## config.mk

```make
export PLATFORM = sky130hd
export DESIGN_NAME = ldm_seq
export DESIGN_NICKNAME = d
export VERILOG_FILES = /design/src/rtl/ldm_pkg.sv /design/src/rtl/ldm_pick.sv /design/src/rtl/ldm_pc_merge.sv /design/src/rtl/ldm_seq.sv
export SDC_FILE = /design/constraint.sdc
export NUM_CORES = 1
export LEC_CHECK = 0
export ABC_AREA = 1
export BUFFER_PORTS_ARGS = -buffer_cell sky130_fd_sc_hd__buf_4
export CORE_MARGIN = 3
export CORE_UTILIZATION = 47
export DETAILED_ROUTE_END_ITERATION = 10
export GPL_TIMING_DRIVEN = 0
export PLACE_DENSITY_LB_ADDON = 0.25
export SETUP_SLACK_MARGIN = 0.05
export SLEW_MARGIN = 15
export SYNTH_ARGS = -nofsm -noshare
export SYNTH_HDL_FRONTEND = slang
export SYNTH_SLANG_ARGS = --single-unit
export TNS_END_PERCENT = 50
```

## constraint.sdc

```tcl
create_clock -name clk -period 5 [get_ports clk]
set_clock_uncertainty 0.05 [all_clocks]
set_input_delay 1 -clock clk [delete_from_list [all_inputs] [get_ports clk]]
set_output_delay 1 -clock clk [all_outputs]
set_load 0.02 [all_outputs]
```

## src/rtl/ldm_pkg.sv

```systemverilog
package ldm_pkg;
    typedef enum logic [1:0] {
        ST_IDLE = 2'd0,
        ST_XFER = 2'd1,
        ST_DONE = 2'd2
    } ldm_state_e;
endpackage

```

## src/rtl/ldm_pick.sv

```systemverilog
module ldm_pick #(
    parameter int NREGS = 16,
    localparam int IDX_W = $clog2(NREGS)
) (
    input  logic [NREGS-1:0] mask,
    input  logic             ascend,
    output logic [IDX_W-1:0] idx,
    output logic             any
);
    logic [IDX_W-1:0] lo_idx, hi_idx;

    // lowest set bit: scan downward so the last hit is the smallest index
    always_comb begin
        lo_idx = '0;
        for (int i = NREGS - 1; i >= 0; i--) begin
            if (mask[i]) lo_idx = IDX_W'(i);
        end
    end

    // highest set bit: scan upward so the last hit is the largest index
    always_comb begin
        hi_idx = '0;
        for (int i = 0; i < NREGS; i++) begin
            if (mask[i]) hi_idx = IDX_W'(i);
        end
    end

    assign idx = ascend ? lo_idx : hi_idx;
    assign any = |mask;
endmodule

```

## src/rtl/ldm_pc_merge.sv

```systemverilog
module ldm_pc_merge #(
    parameter int          DW      = 32,
    parameter logic [31:0] PC_MASK = 32'h03FF_FFFC
) (
    input  logic          partial,
    input  logic [DW-1:0] old_val,
    input  logic [DW-1:0] new_val,
    output logic [DW-1:0] merged
);
    localparam logic [DW-1:0] M = DW'(PC_MASK);

    assign merged = partial ? ((old_val & ~M) | (new_val & M)) : new_val;
endmodule

```

## src/rtl/ldm_seq.sv

```systemverilog
module ldm_seq
    import ldm_pkg::*;
#(
    parameter int          NREGS     = 16,
    parameter int          DW        = 32,
    parameter int          AW        = 32,
    parameter int          MODE_W    = 5,
    parameter logic [4:0]  USER_MODE = 5'h10,
    parameter logic [31:0] PC_MASK   = 32'h03FF_FFFC,
    parameter int          STEP      = 4,
    localparam int         IDX_W     = $clog2(NREGS),
    localparam int         CNT_W     = $clog2(NREGS + 1)
) (
    input  logic              clk,
    input  logic              rst_n,
    input  logic              start,
    input  logic              op_load,
    input  logic              op_incr,
    input  logic              op_user,
    input  logic              op_wb,
    input  logic              mode32,
    input  logic [NREGS-1:0]  reg_list,
    input  logic [AW-1:0]     base_addr,
    input  logic [MODE_W-1:0] cur_mode,
    output logic [IDX_W-1:0]  rf_rd_idx,
    output logic [MODE_W-1:0] rf_rd_mode,
    input  logic [DW-1:0]     rf_rd_data,
    output logic              rf_wr_en,
    output logic [IDX_W-1:0]  rf_wr_idx,
    output logic [MODE_W-1:0] rf_wr_mode,
    output logic [DW-1:0]     rf_wr_data,
    output logic              mem_req,
    output logic              mem_we,
    output logic [AW-1:0]     mem_addr,
    output logic [DW-1:0]     mem_wdata,
    input  logic              mem_ready,
    input  logic [DW-1:0]     mem_rdata,
    input  logic              mem_abort,
    output logic              done,
    output logic              aborted,
    output logic [CNT_W-1:0]  xfer_count,
    output logic              wb_en,
    output logic [AW-1:0]     wb_addr
);
    localparam int PC_IDX = NREGS - 1;

    ldm_state_e state_q, state_d;

    logic [NREGS-1:0]  pend_q;
    logic [AW-1:0]     addr_q;
    logic [CNT_W-1:0]  cnt_q;
    logic              abort_q, load_q, incr_q, user_q, sbit_q, wb_q, m32_q;
    logic [MODE_W-1:0] mode_q;

    logic [IDX_W-1:0]  cur_idx;
    logic              cur_any;
    logic [AW-1:0]     step_addr;
    logic [NREGS-1:0]  pend_after;
    logic              accept, take_abort, take_ok, is_last;
    logic [MODE_W-1:0] bank;
    logic              pc_partial;
    logic [DW-1:0]     merged;

    ldm_pick #(.NREGS(NREGS)) u_pick (
        .mask  (pend_q),
        .ascend(incr_q),
        .idx   (cur_idx),
        .any   (cur_any)
    );

    assign pc_partial = load_q && (cur_idx == IDX_W'(PC_IDX)) && !sbit_q && !m32_q;

    ldm_pc_merge #(.DW(DW), .PC_MASK(PC_MASK)) u_merge (
        .partial(pc_partial),
        .old_val(rf_rd_data),
        .new_val(mem_rdata),
        .merged (merged)
    );

    assign step_addr  = incr_q ? (addr_q + AW'(STEP)) : (addr_q - AW'(STEP));
    assign pend_after = pend_q & ~(NREGS'(1) << cur_idx);
    assign accept     = (state_q == ST_XFER) && mem_ready;
    assign take_abort = accept && mem_abort;
    assign take_ok    = accept && !mem_abort;
    assign is_last    = (pend_after == '0);
    assign bank       = user_q ? MODE_W'(USER_MODE) : mode_q;

    // next-state logic
    always_comb begin
        state_d = state_q;
        unique case (state_q)
            ST_IDLE: if (start) state_d = (|reg_list) ? ST_XFER : ST_DONE;
            ST_XFER: if (take_abort || (take_ok && is_last)) state_d = ST_DONE;
            ST_DONE: state_d = ST_IDLE;
            default: state_d = ST_IDLE;
        endcase
    end

    // state and datapath registers
    always_ff @(posedge clk or negedge rst_n) begin
        if (!rst_n) begin
            state_q <= ST_IDLE;
            pend_q  <= '0;
            addr_q  <= '0;
            cnt_q   <= '0;
            abort_q <= 1'b0;
            load_q  <= 1'b0;
            incr_q  <= 1'b0;
            user_q  <= 1'b0;
            sbit_q  <= 1'b0;
            wb_q    <= 1'b0;
            m32_q   <= 1'b0;
            mode_q  <= '0;
        end else begin
            state_q <= state_d;
            if (state_q == ST_IDLE && start) begin
                pend_q  <= reg_list;
                addr_q  <= base_addr;
                cnt_q   <= '0;
                abort_q <= 1'b0;
                load_q  <= op_load;
                incr_q  <= op_incr;
                user_q  <= op_user && !reg_list[PC_IDX];
                sbit_q  <= op_user;
                wb_q    <= op_wb;
                m32_q   <= mode32;
                mode_q  <= cur_mode;
            end else if (take_abort) begin
                abort_q <= 1'b1;
                pend_q  <= '0;
            end else if (take_ok) begin
                pend_q <= pend_after;
                addr_q <= step_addr;
                cnt_q  <= cnt_q + CNT_W'(1);
            end
        end
    end

    // outputs
    always_comb begin
        mem_req    = (state_q == ST_XFER) && cur_any;
        mem_we     = mem_req && !load_q;
        mem_addr   = step_addr;
        mem_wdata  = rf_rd_data;
        rf_rd_idx  = cur_idx;
        rf_rd_mode = bank;
        rf_wr_en   = take_ok && load_q;
        rf_wr_idx  = cur_idx;
        rf_wr_mode = bank;
        rf_wr_data = merged;
        done       = (state_q == ST_DONE);
        aborted    = done && abort_q;
        xfer_count = cnt_q;
        wb_en      = done && wb_q && !abort_q;
        wb_addr    = addr_q;
    end


    req_hold_chk: assert property (@(posedge clk) disable iff (!rst_n)
        (mem_req && !mem_ready) |=> (mem_req && $stable(mem_addr) && $stable(rf_rd_idx) && $stable(mem_we)));


    step_up_chk: assert property (@(posedge clk) disable iff (!rst_n)
        (mem_req && mem_ready && !mem_abort && incr_q && !is_last) |=> (mem_addr == $past(mem_addr) + AW'(STEP)));


    step_down_chk: assert property (@(posedge clk) disable iff (!rst_n)
        (mem_req && mem_ready && !mem_abort && !incr_q && !is_last) |=> (mem_addr == $past(mem_addr) - AW'(STEP)));


    abort_nowrite_chk: assert property (@(posedge clk) disable iff (!rst_n)
        (mem_req && mem_ready && mem_abort) |-> !rf_wr_en);


    abort_end_chk: assert property (@(posedge clk) disable iff (!rst_n)
        (mem_req && mem_ready && mem_abort) |=> (done && aborted && !mem_req));


    wb_gate_chk: assert property (@(posedge clk) disable iff (!rst_n)
        wb_en |-> (done && !aborted));


    done_pulse_chk: assert property (@(posedge clk) disable iff (!rst_n)
        done |=> !done);


    count_range_chk: assert property (@(posedge clk) disable iff (!rst_n)
        done |-> (xfer_count <= CNT_W'(NREGS)));
endmodule

```

==> flow_metrics.tcl, run 1 <==
set metrics [dict create \
    status "finished, final reports clean" \
    hold_path_class "reg -> reg" \
    drtIter0Drc 329 \
    synth_compound_area_share_pct 14.2 \
    drcViolationCount 0 \
    design.core.area_sq_mm 0.0111 \
    die_h_microns 114 \
    nFillCells 978 \
    die-area_sq_mm 0.0130 \
    drtPass1Iterations 5 \
    setup_viol 0 \
    drive_above_1_share_pct 33.6 \
    cts-buffers-inserted 9 \
    cap_viol_max_count 0 \
    fmax_ghz 0.217 \
    hold_viol 0 \
    rsz0062_at_grt "no" \
    cts_tree "yes" \
    num_rows 38 \
    synth_area_per_cell_sq_um 7.16 \
    synth_cells 765 \
    synth.top_cell.area_share_pct 30.6 \
    crit_fanout 4 \
    grt_pass1_wl_mm 27.8 \
    yosys.area_share.simple_pct 25.3 \
    antenna_found_initial 0 \
    synth_enable_flop_cells 0 \
    start_util_pct 49.3 \
    grt_usage_pct 26.6 \
    synth_area_leaders "dfrtp_1 (31%), nand2_1 (15%), buf_4 (9.2%)" \
    h-tree-depth 3 \
    worstSetupPathType "reg -> out" \
    root_buffer "clkbuf_16" \
    cp_num_cells 17 \
    routed_wirelength_mm 18.1 \
    worst_slew_pin_slew_ns 0.889 \
    synth_fa_ha_area_share_pct 6.99 \
    max-slew-margin-rel_pct 40.7 \
    synthArstFlopShare_pct 100 \
    cts.clk_slew.worst_paths_ns 0.06 \
    dr_total_vias 5968 \
    dp_hpwl_mm 14.1 \
    hold_depth 2 \
    drv_slew 0 \
    synth_cell_types 40 \
    wl_per_cell_microns 15.6 \
    fin_area_sq_mm 0.00782 \
    synth_mux_area_share_pct 1.64 \
    synth_top_family_by_area "simple AND/OR/NAND/NOR gates" \
    io_buffers 235 \
    critPathRequiredTime_ns 3.95 \
    finalSetupTns_ns 0 \
    synth-seq-cells 67 \
    placed_area_sq_mm 0.00742 \
    overflow 0 \
    clk_latency_ns 0.33 \
    synth-main-ff-cell "dfrtp_1" \
    cpLargestDelayFamily "compound AO/OA/AOI/OAI gates" \
    worstPathArrival_ns 3.56 \
    ioPinCount 284 \
    grt_max_degree 68 \
    hold_slack_ns 0.414 \
    startpoint_type "flop" \
    period_share_pct 92.2 \
    end_kind "primary output" \
    synth_area_leader_cell "dfrtp_1" \
    ys_seq_area_share_pct 30.6 \
    nets 1173 \
    synth.most_common_cell "nand2_1" \
    grt_pass1_vias 5612 \
    ant_nets 0 \
    synth_xor_area_share_pct 4.47 \
    routed_via_density 5.14 \
    path_common_cell "nand3_1" \
    timing.final.crit_period_ns 4.61 \
    gp_congestion 0.950 \
    path_cells "clkinvlp_4 -> ha_1 -> nand2_1 -> nand2_1 -> a31oi_1 -> inv_1 -> nand3_1 -> nand3_1 -> a21boi_1 -> nor2_1 -> nand3_1 -> nand3_1 -> a21boi_1 -> o21ai_0 -> xor2_1 -> inv_1 -> buf_4" \
    ys_top_cells_by_count "nand2_1 (218), inv_1 (89), buf_4 (67), dfrtp_1 (67), nor2_1 (51)" \
    yosys_warnings 0 \
    cp_slowest_cell "dfrtp_2" \
    die_width_microns 114 \
    area_growth_pct 42.7 \
    slowest_delay_ns 0.38 \
    diodes 0 \
    syn_area_sq_mm 0.00548 \
    crit_buf_inv 4 \
    rr_worst_depth 16 \
    clkSinkCount 67 \
    synth.net_count 922 \
    cts_max_path_buffers 2 \
]
what timing repair did:
action | 4_1_cts | 5_1_grt
setup endpoints to repair | 8 | 7
cloned | 1 | 0
resized for setup | 2 | 1
hold buffers | 0 | 0
setup buffers | 3 | 1
registers in the layout, summed over array words and instances (netlist names):
signal,cells
user_q,1
abort_q,1
load_q,1
mode_q,5
incr_q,1
xfer_count,5
sbit_q,1
m32_q,1
pend_q,16
state_q,2
wb_addr,32
wb_q,1
worst register-to-register path: stages, from the launching register on:
cell,delay [ns]
dfrtp_2,0.38
clkinvlp_4,0.11
ha_1,0.34
nand2_1,0.09
nand2_1,0.04
a31oi_1,0.33
inv_1,0.11
nand3_1,0.09
nand3_1,0.13
a21boi_1,0.33
nor2_1,0.09
nand3_1,0.09
nand3_1,0.12
a21boi_1,0.32
o21ai_0,0.24
xor2_1,0.20
o211ai_1,0.18
cells in the final DEF (no fill, tap or decap), drive strengths merged, types with 17 or more instances in the layout:
cell	netlist	routed
a21oi	35	35
buf	70	309
clkbuf	15	26
dfrtp	67	67
ha	29	29
inv	91	91
nand2	219	219
nand3	33	33
nor2	52	52
o211ai	24	24
o21ai	29	29
xor2	17	17
worst paths after layout:
kind	end	slack [ns]	from
hold / removal	mode_q[4]	0.41	mode_q[4]
max in group asynchronous	incr_q	3.53	rst_n
setup reg to reg	wb_addr[31]	1.69	incr_q
setup / recovery	mem_addr[31]	0.39	incr_q
hold reg to reg	mode_q[4]	0.41	mode_q[4]
min in group asynchronous	pend_q[4]	0.73	rst_n
cell type report:
| cell class | instances | area (sq um) | area share [%] |
|---|---|---|---|
| Multi-Input combinational cell | 521 | 2880 | 36.8 |
| Buffer | 85 | 578 | 7.39 |
| Clock inverter | 5 | 108 | 1.38 |
| Timing Repair inverter | 1 | 7.51 | 0.0960 |
| Sequential cell | 67 | 1680 | 21.4 |
| Clock buffer | 11 | 253 | 3.23 |
| Inverter | 92 | 349 | 4.46 |
| Tap cell | 140 | 175 | 2.24 |
| Timing Repair Buffer | 239 | 1790 | 22.9 |
cell families after synthesis:
logic type                 count (synthesis)
AOI/OAI and AO/OA                        123
buffers and inverters                    177
xor gates and xnor gates                  28
and+or+nand+nor                          332
DFF                                       67
muxes                                      8
adders and majority gates                 30
layer usage:
metal  vias up  share of wire, %  routed length [microns]  GRT usage (%)
met5         -                 0                        0              0
met4         0               2.2                      399           8.08
met3        33               7.7                     1390           3.98
met2       271                51                     9200           47.0
met1      2704                39                     7070           33.3
li1       2960                 -                        -              -
stage by stage:
stage               worst slack (ns)  util [%]  cells
finish                         0.391      70.3   1161
CTS                            0.121      70.2   1160
floorplan                      0.792         -    765
global placement              -0.181      66.7   1140
global route                   0.120      70.3   1161
detailed placement            -0.184      66.7   1140
Power of run 1 is left out: the tool's default activity adds up to more than one toggle a clock period on the data nets, which glitch-free logic cannot reach.
==> run 2: changes to the inputs <==
CORE_UTILIZATION = 25   (was 47)
==> flow_metrics.tcl, run 2 (synthesis gave the netlist of run 1 again) <==
set metrics [dict create \
    status "finished, final reports clean" \
    postCtsSetupBuffers 0 \
    worstSetupPathType "reg -> out" \
    nets 1168 \
    grt_usage_pct 15.9 \
    mostFrequentLayoutCell "buf_4" \
    grt_pass1_vias 5734 \
    fmax_ghz 0.218 \
    diodes 0 \
    dp_hpwl_mm 15.5 \
    rsz0062_at_grt "no" \
    final_cells 1290 \
    hold_viol 0 \
    h-tree-depth 3 \
    die_h_microns 154 \
    routed_wirelength_mm 19.6 \
    grtUsageMet2_pct 26.6 \
    die_width_microns 154 \
    drv_slew 0 \
    met1_usage_pct 20.3 \
    drtIter0Drc 260 \
    largest_reg_flops 32 \
    startpoint_type "flop" \
    drive_above_1_share_pct 33.5 \
    max-slew-margin-rel_pct 37.2 \
    die-area_sq_mm 0.0237 \
    drcViolationCount 0 \
    nFillCells 2283 \
    root_buffer "clkbuf_16" \
    grt_max_degree 68 \
    finalSetupTns_ns 0 \
    area_growth_pct 44.7 \
    dp_slack_ns 0.0627 \
    worst_slew_pin_slew_ns 0.942 \
    start_util_pct 25.7 \
    worstPathArrival_ns 3.54 \
    cts_max_path_buffers 2 \
    setup_viol 0 \
    post-place-cells 1275 \
    critPathRequiredTime_ns 3.95 \
    num_rows 53 \
    cts_tree "yes" \
    ioPinCount 284 \
    drtPass1Iterations 4 \
    cts_hold_buf 0 \
    cap_viol_max_count 0 \
    final_cell_mix "buf_4 (302), nand2_1 (218), inv_1 (88), dfrtp_1 (66), nor2_1 (51)" \
    dr_total_vias 5822 \
    wl_per_cell_microns 15.2 \
    final_core_util_pct 37.2 \
    finalWorstSetupSlack_ns 0.412 \
    cts-buffers-inserted 9 \
    clkSinkCount 67 \
    design.core.area_sq_mm 0.0213 \
    cts.clk_slew.worst_paths_ns 0.06 \
    clk_latency_ns 0.34 \
    io_buffers 235 \
    overflow 0 \
    grt_pass1_wl_mm 30.3 \
    antenna_found_initial 0 \
    timing.final.crit_period_ns 4.59 \
    hold_path_class "reg -> reg" \
    grt-busiest-layer "met2" \
    period_share_pct 91.8 \
    gp_congestion 0.898 \
    end_kind "primary output" \
    crit_fanout 34 \
    routed_via_density 4.51 \
    use_met3_pct 4.64 \
    ant_nets 0 \
]
[run 2: cell count changes in the layout (fill, tap and decap cells not counted)]
cell,before,now
a21boi_1,2,1
clkinvlp_4,2,1
clkinv_4,1,0
clkinv_2,0,2
a21boi_0,1,0
clkbuf_8,2,1
a31oi_2,0,1
inv_6,1,0
a31oi_1,9,8
a21boi_2,0,2
bufinv_16,3,2
buf_4,306,302
inv_8,0,1
[run 2: what timing repair did]
action	CTS	global route
pin swaps	0	0
setup endpoints to repair	6	5
resized for setup	5	4
[run 2: worst paths after layout]
path | from | end | slack [ns] | depth (start not counted)
worst max-delay path | incr_q | mem_addr[28] | 0.41 | 22
worst min-delay path | mode_q[4] | mode_q[4] | 0.41 | 2
worst max register to register | incr_q | wb_addr[28] | 1.76 | 22
worst min register to register | mode_q[4] | mode_q[4] | 0.41 | 2
max in group asynchronous | rst_n | incr_q | 3.46 | 1
min in group asynchronous | rst_n | wb_addr[18] | 0.74 | 1
[run 2: routing by layer]
metal | vias up | routed length [microns] | part of all wire [%]
met3 | 16 | 1650 | 8.4
met5 | - | 0 | 0
met2 | 208 | 9260 | 47
li1 | 2947 | - | -
met1 | 2651 | 8470 | 43
met4 | 0 | 204 | 1.0
[run 2: area by class of cell]
class	instances	area (sq um)	share of cell area (%)
multi-input combinational	521	2890	36.5
clock buffer	10	239	3.01
sequential	67	1680	21.2
timing repair buffer	235	1760	22.3
clock inverter	5	77.6	0.979
tap	275	344	4.34
inverter	92	353	4.45
buffer	85	578	7.29
[run 2: through the flow]
step,cell area (sq um),hold slack [ns]
floorplan,5480,0.384
detailed placement,7590,0.401
global placement,7590,0.401
finish,7930,0.413
CTS,7920,0.416
global route,7930,0.432
[run 2: critical path: stages (launching register included)]
cell     delay [ns]
dfrtp_2        0.48
inv_8          0.21
ha_1           0.32
a21oi_1        0.16
nand2_1        0.10
nand3_1        0.08
nand2_1        0.08
nand3_1        0.07
nand2_1        0.11
nand2_1        0.08
nand2_1        0.07
nand2_1        0.07
nand2_1        0.09
nand2_1        0.08
nand2_1        0.09
nand2_1        0.07
nand2_1        0.08
a21oi_1        0.22
o21a_1         0.15
inv_1          0.04
or2_1          0.21
and2_1         0.14
buf_4          0.16
Power of run 2 is left out for the same reason.
==> run 3: changes to the inputs <==
CELL_PAD_IN_SITES_DETAIL_PLACEMENT = 1   (was not set)
CELL_PAD_IN_SITES_GLOBAL_PLACEMENT = 2   (was not set)
CORE_UTILIZATION = 24   (was 25)
==> flow_metrics.tcl, run 3 (synthesis gave the netlist of run 1 again) <==
set metrics [dict create \
    status "finished, final reports clean" \
    drive_above_1_share_pct 33.9 \
    crit_start "incr_q" \
    grt_usage_pct 16.9 \
    grt_pass1_vias 6230 \
    dr_total_vias 5932 \
    timing.final.crit_period_ns 4.52 \
    period_share_pct 90.5 \
    die-area_sq_mm 0.0247 \
    final_cells 1300 \
    hold_path_class "reg -> reg" \
    overflow 0 \
    max-slew-margin-rel_pct 37.7 \
    wl_per_cell_microns 16.6 \
    drtPass1Iterations 4 \
    hold_end "mode_q[4]" \
    crit_fanout 17 \
    end_kind "primary output" \
    die_width_microns 157 \
    cts_max_path_buffers 2 \
    placed_area_sq_mm 0.00759 \
    num_rows 54 \
    worst_slew_pin_slew_ns 0.935 \
    drcViolationCount 0 \
    gp_congestion 0.844 \
    nets 1172 \
    ant_nets 0 \
    ioPinCount 284 \
    clk_latency_ns 0.35 \
    largest_reg_flops 32 \
    r2r-end "wb_addr[29]" \
    cts-buffers-inserted 9 \
    diodes 0 \
    rsz0062_at_grt "no" \
    grt_max_degree 68 \
    worstSetupPathType "reg -> out" \
    area_growth_pct 45.3 \
    final_cell_mix "buf_4 (305), nand2_1 (218), inv_1 (88), dfrtp_1 (66), nor2_1 (51)" \
    root_buffer "clkbuf_16" \
    routed_via_density 4.56 \
    fmax_ghz 0.221 \
    routed_wirelength_mm 21.6 \
    drtIter0Drc 184 \
    start_util_pct 24.7 \
    io_buffers 235 \
    grt_pass1_wl_mm 32.7 \
    startpoint_type "flop" \
    fin_area_sq_mm 0.00796 \
    mostFrequentLayoutCell "buf_4" \
    cts_tree "yes" \
    design.core.area_sq_mm 0.0222 \
    post-place-cells 1280 \
    cap_viol_max_count 0 \
    rr_worst_depth 17 \
    hold_viol 0 \
    hold_slack_ns 0.417 \
    hold_depth 2 \
    dp_hpwl_mm 17.2 \
    critPathRequiredTime_ns 3.95 \
    r2r_slack_ns 1.84 \
    worstPathArrival_ns 3.47 \
    h-tree-depth 3 \
    cts.clk_slew.worst_paths_ns 0.07 \
    r2r-start "incr_q" \
    antenna_found_initial 0 \
    final_core_util_pct 35.9 \
    cts_hold_buf 0 \
    clkSinkCount 67 \
    drv_slew 0 \
    die_h_microns 157 \
    min-delay-start "mode_q[4]" \
    setup_viol 0 \
]
## run 3: cell count changes in the layout (fill, tap and decap cells not counted), sizes merged
cell | previous run | this run
clkbuf | 25 | 24
buf | 305 | 308
inv | 91 | 95
bufinv | 2 | 1
## run 3: what timing repair did
action | CTS | global route
setup buffers | 0 | 3
gates cloned | 0 | 1
setup endpoints to repair | 6 | 4
resized for setup | 7 | 4
pin swaps | 0 | 2
## run 3: routing by layer
| layer | vias up | GRT usage [%] | wire [microns] |
|---|---|---|---|
| met3 | 13 | 2.72 | 1170 |
| met1 | 2770 | 21.4 | 9420 |
| met4 | 0 | 3.88 | 234 |
| met5 | - | 0 | 0 |
| met2 | 192 | 30.2 | 10700 |
| li1 | 2957 | - | - |
## run 3: cell type report
class | instances | area, sq um
Clock inverter | 7 | 81.3
Timing Repair inverter | 1 | 8.76
Clock buffer | 9 | 225
Tap cell | 280 | 350
Fill cell | 2805 | 14200
Buffer | 85 | 578
Inverter | 92 | 358
Timing Repair Buffer | 238 | 1790
Sequential cell | 67 | 1680
Multi-Input combinational cell | 521 | 2900
## run 3: through the flow
step	TNS, ns	setup slack [ns]
6_report	0	0.476
5_1_grt	0	0.147
4_1_cts	0	0.127
3_5_place_dp	-0.0351	-0.0351
3_3_place_gp	-2.35	-0.539
2_1_floorplan	0	0.792
## run 3: worst max path at each step
stage,to,slack [ns],cells past startpoint
floorplan,mem_addr[28],0.79,21
global placement,mem_addr[31],-0.54,17
detailed placement,mem_addr[31],-0.04,17
CTS,mem_addr[31],0.13,17
global route,mem_addr[28],0.15,22
finish,mem_addr[28],0.48,22
## run 3: critical path, stage by stage (launching register included)
cell	delay [ns]
dfrtp_2	0.45
clkinv_8	0.13
ha_1	0.36
a21oi_1	0.16
nand2_1	0.10
nand3_1	0.08
nand2_1	0.08
nand3_1	0.07
nand2_1	0.09
nand2_1	0.07
nand2_1	0.08
nand2_1	0.07
nand2_1	0.08
nand2_1	0.07
nand2_1	0.09
nand2_1	0.07
nand2_1	0.08
a21oi_1	0.24
o21a_1	0.16
inv_1	0.05
or2_1	0.21
and2_1	0.14
buf_4	0.15
Power of run 3 is left out for the same reason.
